## src/rtl/scan_pkg.sv

```systemverilog
package scan_pkg;

  typedef enum logic [3:0] {
    ST_RESET   = 4'h0,
    ST_IDLE    = 4'h1,
    ST_SEL_DR  = 4'h2,
    ST_CAP_DR  = 4'h3,
    ST_SH_DR   = 4'h4,
    ST_EX1_DR  = 4'h5,
    ST_PAU_DR  = 4'h6,
    ST_EX2_DR  = 4'h7,
    ST_UPD_DR  = 4'h8,
    ST_SEL_IR  = 4'h9,
    ST_CAP_IR  = 4'hA,
    ST_SH_IR   = 4'hB,
    ST_EX1_IR  = 4'hC,
    ST_PAU_IR  = 4'hD,
    ST_EX2_IR  = 4'hE,
    ST_UPD_IR  = 4'hF
  } tap_state_e;

  localparam int unsigned IR_W = 3;

  localparam logic [IR_W-1:0] OP_RING_DRIVE = 3'b000;
  localparam logic [IR_W-1:0] OP_IDENT      = 3'b001;
  localparam logic [IR_W-1:0] OP_RING_FLOAT = 3'b010;
  localparam logic [IR_W-1:0] OP_RING_SAMP  = 3'b100;
  localparam logic [IR_W-1:0] OP_PASS       = 3'b111;
  localparam logic [IR_W-1:0] IR_CAPTURE    = 3'b001;

  typedef enum logic [1:0] {
    SEL_PASS = 2'd0,
    SEL_IDENT = 2'd1,
    SEL_RING = 2'd2
  } dr_sel_e;

  function automatic dr_sel_e decode_dr(input logic [IR_W-1:0] op);
    case (op)
      OP_IDENT:                                  return SEL_IDENT;
      OP_RING_DRIVE, OP_RING_FLOAT, OP_RING_SAMP: return SEL_RING;
      default:                                   return SEL_PASS;
    endcase
  endfunction

endpackage

```

## src/rtl/scan_fsm.sv

```systemverilog
module scan_fsm
  import scan_pkg::*;
(
  input  logic       tck,
  input  logic       trst_n,
  input  logic       tms,
  output tap_state_e state
);

  tap_state_e nxt;

  always_comb begin
    nxt = state;
    case (state)
      ST_RESET:  nxt = tms ? ST_RESET  : ST_IDLE;
      ST_IDLE:   nxt = tms ? ST_SEL_DR : ST_IDLE;
      ST_SEL_DR: nxt = tms ? ST_SEL_IR : ST_CAP_DR;
      ST_CAP_DR: nxt = tms ? ST_EX1_DR : ST_SH_DR;
      ST_SH_DR:  nxt = tms ? ST_EX1_DR : ST_SH_DR;
      ST_EX1_DR: nxt = tms ? ST_UPD_DR : ST_PAU_DR;
      ST_PAU_DR: nxt = tms ? ST_EX2_DR : ST_PAU_DR;
      ST_EX2_DR: nxt = tms ? ST_UPD_DR : ST_SH_DR;
      ST_UPD_DR: nxt = tms ? ST_SEL_DR : ST_IDLE;
      ST_SEL_IR: nxt = tms ? ST_RESET  : ST_CAP_IR;
      ST_CAP_IR: nxt = tms ? ST_EX1_IR : ST_SH_IR;
      ST_SH_IR:  nxt = tms ? ST_EX1_IR : ST_SH_IR;
      ST_EX1_IR: nxt = tms ? ST_UPD_IR : ST_PAU_IR;
      ST_PAU_IR: nxt = tms ? ST_EX2_IR : ST_PAU_IR;
      ST_EX2_IR: nxt = tms ? ST_UPD_IR : ST_SH_IR;
      ST_UPD_IR: nxt = tms ? ST_SEL_DR : ST_IDLE;
      default:   nxt = ST_RESET;
    endcase
  end

  always_ff @(posedge tck or negedge trst_n) begin
    if (!trst_n) state <= ST_RESET;
    else         state <= nxt;
  end

endmodule

```

## src/rtl/scan_ir.sv

```systemverilog
module scan_ir
  import scan_pkg::*;
(
  input  logic            tck,
  input  logic            trst_n,
  input  tap_state_e      state,
  input  logic            tdi,
  output logic [IR_W-1:0] ir_cur,
  output logic [IR_W-1:0] ir_shift
);

  always_ff @(posedge tck or negedge trst_n) begin
    if (!trst_n) begin
      ir_shift <= IR_CAPTURE;
      ir_cur   <= OP_IDENT;
    end else begin
      case (state)
        ST_RESET:  ir_cur   <= OP_IDENT;
        ST_CAP_IR: ir_shift <= IR_CAPTURE;
        ST_SH_IR:  ir_shift <= {tdi, ir_shift[IR_W-1:1]};
        ST_UPD_IR: ir_cur   <= ir_shift;
        default:   ;
      endcase
    end
  end

endmodule

```

## src/rtl/scan_dr_bank.sv

```systemverilog
module scan_dr_bank
  import scan_pkg::*;
#(
  parameter int unsigned RING_W  = 12,
  parameter int unsigned ID_W    = 32,
  parameter logic [ID_W-1:0] ID_CODE = 32'h1A5B_9003
)(
  input  logic              tck,
  input  logic              trst_n,
  input  tap_state_e        state,
  input  logic [IR_W-1:0]   ir_cur,
  input  logic              tdi,
  input  logic [RING_W-1:0] ring_in,
  output logic              dr_lsb
);

  dr_sel_e           sel;
  logic              pass_q;
  logic [ID_W-1:0]   id_q;
  logic [RING_W-1:0] ring_q;

  assign sel = decode_dr(ir_cur);

  always_ff @(posedge tck or negedge trst_n) begin
    if (!trst_n) begin
      pass_q <= 1'b0;
      id_q   <= ID_CODE;
      ring_q <= '0;
    end else if (state == ST_CAP_DR) begin
      case (sel)
        SEL_IDENT: id_q   <= ID_CODE;
        SEL_RING:  ring_q <= ring_in;
        default:   pass_q <= 1'b0;
      endcase
    end else if (state == ST_SH_DR) begin
      case (sel)
        SEL_IDENT: id_q   <= {tdi, id_q[ID_W-1:1]};
        SEL_RING:  ring_q <= {tdi, ring_q[RING_W-1:1]};
        default:   pass_q <= tdi;
      endcase
    end
  end

  always_comb begin
    case (sel)
      SEL_IDENT: dr_lsb = id_q[0];
      SEL_RING:  dr_lsb = ring_q[0];
      default:   dr_lsb = pass_q;
    endcase
  end

endmodule

```

## src/rtl/scan_port_ctrl.sv

```systemverilog
module scan_port_ctrl
  import scan_pkg::*;
#(
  parameter int unsigned RING_W  = 12,
  parameter int unsigned ID_W    = 32,
  parameter logic [ID_W-1:0] ID_CODE = 32'h1A5B_9003
)(
  input  logic              tck,
  input  logic              trst_n,
  input  logic              tms,
  input  logic              tdi,
  input  logic [RING_W-1:0] ring_in,
  output logic              tdo,
  output logic              tdo_oe
);

  tap_state_e      fsm_state;
  logic [IR_W-1:0] ir_cur;
  logic [IR_W-1:0] ir_shift;
  logic            dr_lsb;

  scan_fsm u_fsm (
    .tck(tck), .trst_n(trst_n), .tms(tms), .state(fsm_state)
  );

  scan_ir u_ir (
    .tck(tck), .trst_n(trst_n), .state(fsm_state), .tdi(tdi),
    .ir_cur(ir_cur), .ir_shift(ir_shift)
  );

  scan_dr_bank #(.RING_W(RING_W), .ID_W(ID_W), .ID_CODE(ID_CODE)) u_dr (
    .tck(tck), .trst_n(trst_n), .state(fsm_state), .ir_cur(ir_cur),
    .tdi(tdi), .ring_in(ring_in), .dr_lsb(dr_lsb)
  );

  // Output stage: falling-edge retiming of the selected LSB and pad enable.
  always_ff @(negedge tck or negedge trst_n) begin
    if (!trst_n) begin
      tdo    <= 1'b0;
      tdo_oe <= 1'b0;
    end else begin
      tdo_oe <= (fsm_state == ST_SH_IR) || (fsm_state == ST_SH_DR);
      if (fsm_state == ST_SH_IR)      tdo <= ir_shift[0];
      else if (fsm_state == ST_SH_DR) tdo <= dr_lsb;
    end
  end

endmodule

```

## config.mk

```make
export PLATFORM = sky130hd
export DESIGN_NAME = scan_port_ctrl
export DESIGN_NICKNAME = d
export VERILOG_FILES = /design/src/rtl/scan_pkg.sv /design/src/rtl/scan_fsm.sv /design/src/rtl/scan_ir.sv /design/src/rtl/scan_dr_bank.sv /design/src/rtl/scan_port_ctrl.sv
export SDC_FILE = /design/constraint.sdc
export NUM_CORES = 1
export LEC_CHECK = 0
export BUFFER_PORTS_ARGS = -buffer_cell sky130_fd_sc_hd__buf_2
export CORE_MARGIN = 10
export CORE_UTILIZATION = 51
export DETAILED_ROUTE_END_ITERATION = 6
export MAX_ROUTING_LAYER = met4
export PLACE_DENSITY = 0.66
export SKIP_CTS_REPAIR_TIMING = 1
export SKIP_LAST_GASP = 1
export SYNTH_ARGS = -nofsm -noshare
export SYNTH_HDL_FRONTEND = slang
export SYNTH_SLANG_ARGS = --single-unit
```

## constraint.sdc

```tcl
create_clock -name tck -period 4.3 [get_ports tck]
set_clock_uncertainty 0.15 [all_clocks]
set_input_delay 0.86 -clock tck [delete_from_list [all_inputs] [get_ports tck]]
set_output_delay 0.86 -clock tck [all_outputs]
set_load 0.03 [all_outputs]
```

==> results of run 1 <==
cells in the final DEF (no fill, tap or decap), drive strengths merged:
cell	count
nor2	22
inv	6
a211o	2
buf	24
a32o	1
dfrtp	41
nor3b	1
o211ai	1
and2	1
clkbuf	14
a211oi	1
a2bb2oi	1
nor4b	1
nor3	1
mux2	1
nand2	75
a21oi	8
o22ai	4
or2	1
o21ai	52
nor2b	4
nand4bb	1
nand4	1
xnor2	1
or3	1
nand2b	2
nand3	3
nor4bb	1
dfstp	14
a311oi	1
mux2i	11
ha	2
a221oi	2
clkinv	1
a22oi	1
clkinvlp	1
dfrtn	2
flip-flops by register name, indices dropped and copies added (netlist names):
name           flops
u_dr.ring_q       12
u_ir.ir_cur        3
u_dr.pass_q        1
tdo                1
u_dr.id_q         32
tdo_oe             1
u_ir.ir_shift      3
u_fsm.state        4
power by group through the flow:
stage                     logic, mW  registers (mW)  clock network, mW
final                         0.743           0.921              0.461
after global routing          0.861           0.950              0.496
after CTS                     0.753           0.922              0.472
after detailed placement      0.754           0.926                  0
after global placement        0.733           0.926                  0
after floorplan               0.650           0.879                  0
cells in the mapped netlist, drive strengths merged, types with 2 or more instances:
cell type	n	area (µm²)
nor2	22	82.6
mux2i	11	110
o21ai	52	275
ha	2	25.0
o22ai	4	25.0
a211o	2	17.5
nor2b	4	25.0
clkbuf	4	16.3
inv	6	22.5
buf	17	98.9
dfrtn	2	50.1
dfrtp	41	1030
dfstp	14	368
nand3	3	15.0
nand2	75	282
nand2b	2	12.5
a21oi	8	40.0
a221oi	2	17.5
final cells by class:
class                           instances  area (µm²)  area share
Clock inverter                          2        12.5     0.00421
Multi-Input combinational cell        204        1090       0.368
Timing Repair Buffer                   24         138      0.0463
Tap cell                               70        87.6      0.0295
Sequential cell                        57        1440       0.486
Inverter                                6        22.5     0.00758
Clock buffer                           14         173      0.0581
stage by stage:
step / area (µm²) / utilization / setup WS (ns) / power (mW)
final: 2970 / 0.586 / 0.161 / 2.13
after global routing: 2970 / 0.586 / 0.0891 / 2.31
after CTS: 2970 / 0.586 / 0.143 / 2.15
after detailed placement: 2790 / 0.549 / 0.194 / 1.68
after global placement: 2790 / 0.549 / 0.240 / 1.66
after floorplan: 2660 / - / 0.290 / 1.53
logic make-up after synthesis:
family / synth area share
AO/OA/AOI/OAI: 0.160
buffers and inverters: 0.0517
AND/OR/NAND/NOR: 0.188
adder cells (fa/ha/maj): 0.00940
flip-flops: 0.543
multiplexers: 0.0456
XOR/XNOR: 0.00329
worst max-delay path by stage:
stage	slack, ns	depth (start not counted)	endpoint	from
after floorplan	0.29	7	tdo	u_ir.ir_cur[0]
after global placement	0.24	7	tdo	u_ir.ir_cur[0]
after detailed placement	0.19	7	tdo	u_ir.ir_cur[0]
after CTS	0.14	1	tdo	tdo
after global routing	0.09	7	tdo	u_ir.ir_cur[0]
final	0.16	1	tdo	tdo
layer usage:
layer / GRT usage / vias to the layer above
met5: - / -
met1: 0.153 / 897
li1: - / 997
met3: 0.0326 / 12
met2: 0.168 / 24
met4: 0.0797 / 0
==> metrics, run 1 <==
buffers and inverters on the worst path=1; Worst-Skew Late Latency=0.33 ns; WL/cell=12.4 µm; Internal=1.33 mW; Max stage delay on crit path=0.44 ns; pwr dens=715 nW/µm²; largest net degree at the start of global routing=47; Cell Area, Synth=2660 µm²; Worst setup EP type=primary output; # H-tree levels=3; sw frac=0.375; Reg2Reg Setup Slack=0.18 ns; Slew Limit Fails=0; sequential share of the synthesized area=0.543; PortBufs=17; Leak=1.29 nW; met2 WL=2.03 mm; Min-Delay Path Class=in -> async; DR iter-0 viols=65; initial antenna violation count=0; Synth Register Bits=57; HPWL Detailed=3.13 mm; R2R depth=7; Slowest cell on crit path=dfrtn_1; Inserted Diodes=0; Setup-failing EPs final=0; uppermost layer routed=met4; First-pass DRT Iterations=4; vias per std cell=5.12; CP delay by family, top=flip-flops; Initial Util=0.524; routability congestion estimate=0.806; kind of critical path=reg -> out; share of cells above drive strength 1=0.186; Max transition margin=0.458; VDD IR max=0.339 mV; non-filler cells, final=377; post-route ant nets=0; proportion of power drawn by the clock network=0.217; Routed WL=4.68 mm; first-pass GRT wire length=8.23 mm; Cell Chain, Critical Path=buf_2; IO Pins=18; Placed Cells=361; Remaining Overflow, GRT=0; Die H=92.2 µm; Nets=320; Synth Instances=288; Critical Path Source Type=flip-flop; synth warn=0; Via Count=1,930; reg-to-reg startpoint=u_ir.ir_cur[0]; syn nets=306; hold slack=0.245 ns; CP arrival=3.13 ns; clock sink total=57; DIE AREA=8510 µm²; Die Wd=92.2 µm; worst path required time=3.29 ns; Sequential Power Share=0.433; Metal-1 WL=2.38 mm; Max-Cap Viols=0; clk buf depth=2; Final TNS setup=0 ns; CTS buffer count=9; clock slew at the register clock pins of the worst setup and hold paths=0.06 ns; predominant post-synthesis flop cell=dfrtp_1; Core Box Area=5070 µm²; Final Hold Fails=0; worst slew pin tran=0.813 ns; CTS tree=built; Reg-to-Reg End=tdo; vias in the first global route=1,827; asr flop ratio synth=1.00; syn_area_per_cell=9.24 µm²; Fill cells=448; largest fanout on the critical path=3; status=finished clean; Unique masters post-synth=42; Rows=26; root buffer cell=clkbuf_8; Area Overhead vs Synth=11.7%; RSZ-0062 raised after global routing=no; Post-synth EDFFs=0; P_sw=0.798 mW; combinational power share=0.350; DRC viols=0; GRT Util Overall=0.122; met3 WL=129 µm
Power figures use the tool's default switching activity.
==> run 2: changes to the inputs <==
- CTS_BUF_LIST: default -> sky130_fd_sc_hd__clkbuf_8
- SKIP_CTS_REPAIR_TIMING: 1 -> default
==> metrics, run 2 (synthesized netlist as in run 1, its figures left out) <==
Inserted Diodes=0; Leak=1.29 nW; Worst setup EP type=primary output; CTS tree=built; First-pass DRT Iterations=4; vias in the first global route=1,827; # H-tree levels=3; VDD IR max=0.341 mV; DRC viols=0; Routed WL=4.69 mm; combinational power share=0.350; Setup-failing EPs final=0; largest fanout on the critical path=3; hold buffer count at cts=0; Initial Util=0.524; CTS buffer count=9; Final TNS setup=0 ns; Max transition margin=0.458; post-route ant nets=0; buffers and inverters on the worst path=1; clk buf depth=2; pwr dens=714 nW/µm²; Internal=1.32 mW; Final Core Density=0.586; Die H=92.2 µm; setup bufs post-CTS=0; Remaining Overflow, GRT=0; DR iter-0 viols=66; Min-Delay Path Class=in -> async; share of cells above drive strength 1=0.186; Core Box Area=5070 µm²; vias per std cell=5.12; Final Hold Fails=0; Worst-Skew Late Latency=0.33 ns; CP delay by family, top=flip-flops; Die Wd=92.2 µm; worst path required time=3.29 ns; GRT Util Overall=0.122; proportion of power drawn by the clock network=0.215; Sequential Power Share=0.434; IO Pins=18; first-pass GRT wire length=8.23 mm; HPWL Detailed=3.13 mm; largest net degree at the start of global routing=47; Max-Cap Viols=0; P_sw=0.799 mW; initial antenna violation count=0; PortBufs=17; most frequent cells in the layout=nand2_1 (75), o21ai_1 (44), dfrtp_1 (41); root buffer cell=clkbuf_8; Slew Limit Fails=0; Cell Chain, Critical Path=buf_2; Most flops, register=u_dr.id_q; sw frac=0.376; CP arrival=3.13 ns; post-cts sizing count=0; Via Count=1,931; most common cell after layout, fill and taps aside=nand2_1; worst slew pin tran=0.813 ns; Nets=320; routability congestion estimate=0.806; Rows=26; kind of critical path=reg -> out; status=finished clean; max reg flops=32; clock slew at the register clock pins of the worst setup and hold paths=0.06 ns; RSZ-0062 raised after global routing=no; Critical Path Source Type=flip-flop; Max stage delay on crit path=0.44 ns; Largest regs=u_dr.id_q: 32 flops, u_dr.ring_q: 12 flops, u_fsm.state: 4 flops; Area Overhead vs Synth=11.7%; WL/cell=12.4 µm; DIE AREA=8510 µm²; clock sink total=57; Slowest cell on crit path=dfrtn_1
[run 2: changes by cell type in the layout (fill, tap and decap cells not counted)]
cell      previous run  this run
clkbuf_1             2         0
inv_1                6         8
[run 2: metrics by stage]
stage / total power [mW] / std cells / setup slack, ns / area, µm² / hold slack [ns]
final: 2.12 / 377 / 0.161 / 2970 / 0.245
after global routing: 2.30 / 377 / 0.0891 / 2970 / 0.244
after CTS: 2.14 / 377 / 0.143 / 2970 / 0.241
after detailed placement: 1.68 / 361 / 0.194 / 2790 / 0.305
after global placement: 1.66 / 361 / 0.240 / 2790 / 0.300
after floorplan: 1.53 / 288 / 0.290 / 2660 / 0.293
[run 2: worst paths after layout]
| path | slack (ns) | cells after the start | from | end |
|---|---|---|---|---|
| worst max-delay path | 0.16 | 1 | tdo | tdo |
| worst min-delay path | 0.25 | 1 | trst_n | u_fsm.state[2] |
| worst max register to register | 0.18 | 7 | u_ir.ir_cur[0] | tdo |
| worst min register to register | 0.31 | 2 | u_dr.id_q[25] | u_dr.id_q[25] |
| max in group asynchronous | 1.45 | 1 | trst_n | tdo |
| min in group tck | 0.31 | 2 | u_dr.id_q[25] | u_dr.id_q[25] |
[run 2: routing by layer]
metal | wire [µm] | global-route usage | up-vias
met2 | 2030 | 0.168 | 24
met1 | 2390 | 0.153 | 898
met3 | 129 | 0.0326 | 12
met4 | 136 | 0.0797 | 0
met5 | 0 | - | -
li1 | - | - | 997
[run 2: final cells by class]
cell class	count	area, µm²
Clock buffer	12	165
Sequential cell	57	1440
Tap cell	70	87.6
Fill cell	448	2100
Multi-Input combinational cell	204	1090
Inverter	6	22.5
Clock inverter	4	20.0
Timing Repair Buffer	24	138
[run 2: power groups by stage]
stage                     Combinational [mW]  Sequential [mW]  Clock (mW)
after floorplan                        0.650            0.879           0
after global placement                 0.733            0.926           0
after detailed placement               0.754            0.926           0
after CTS                              0.753            0.922       0.468
after global routing                   0.861            0.950       0.491
final                                  0.743            0.922       0.456
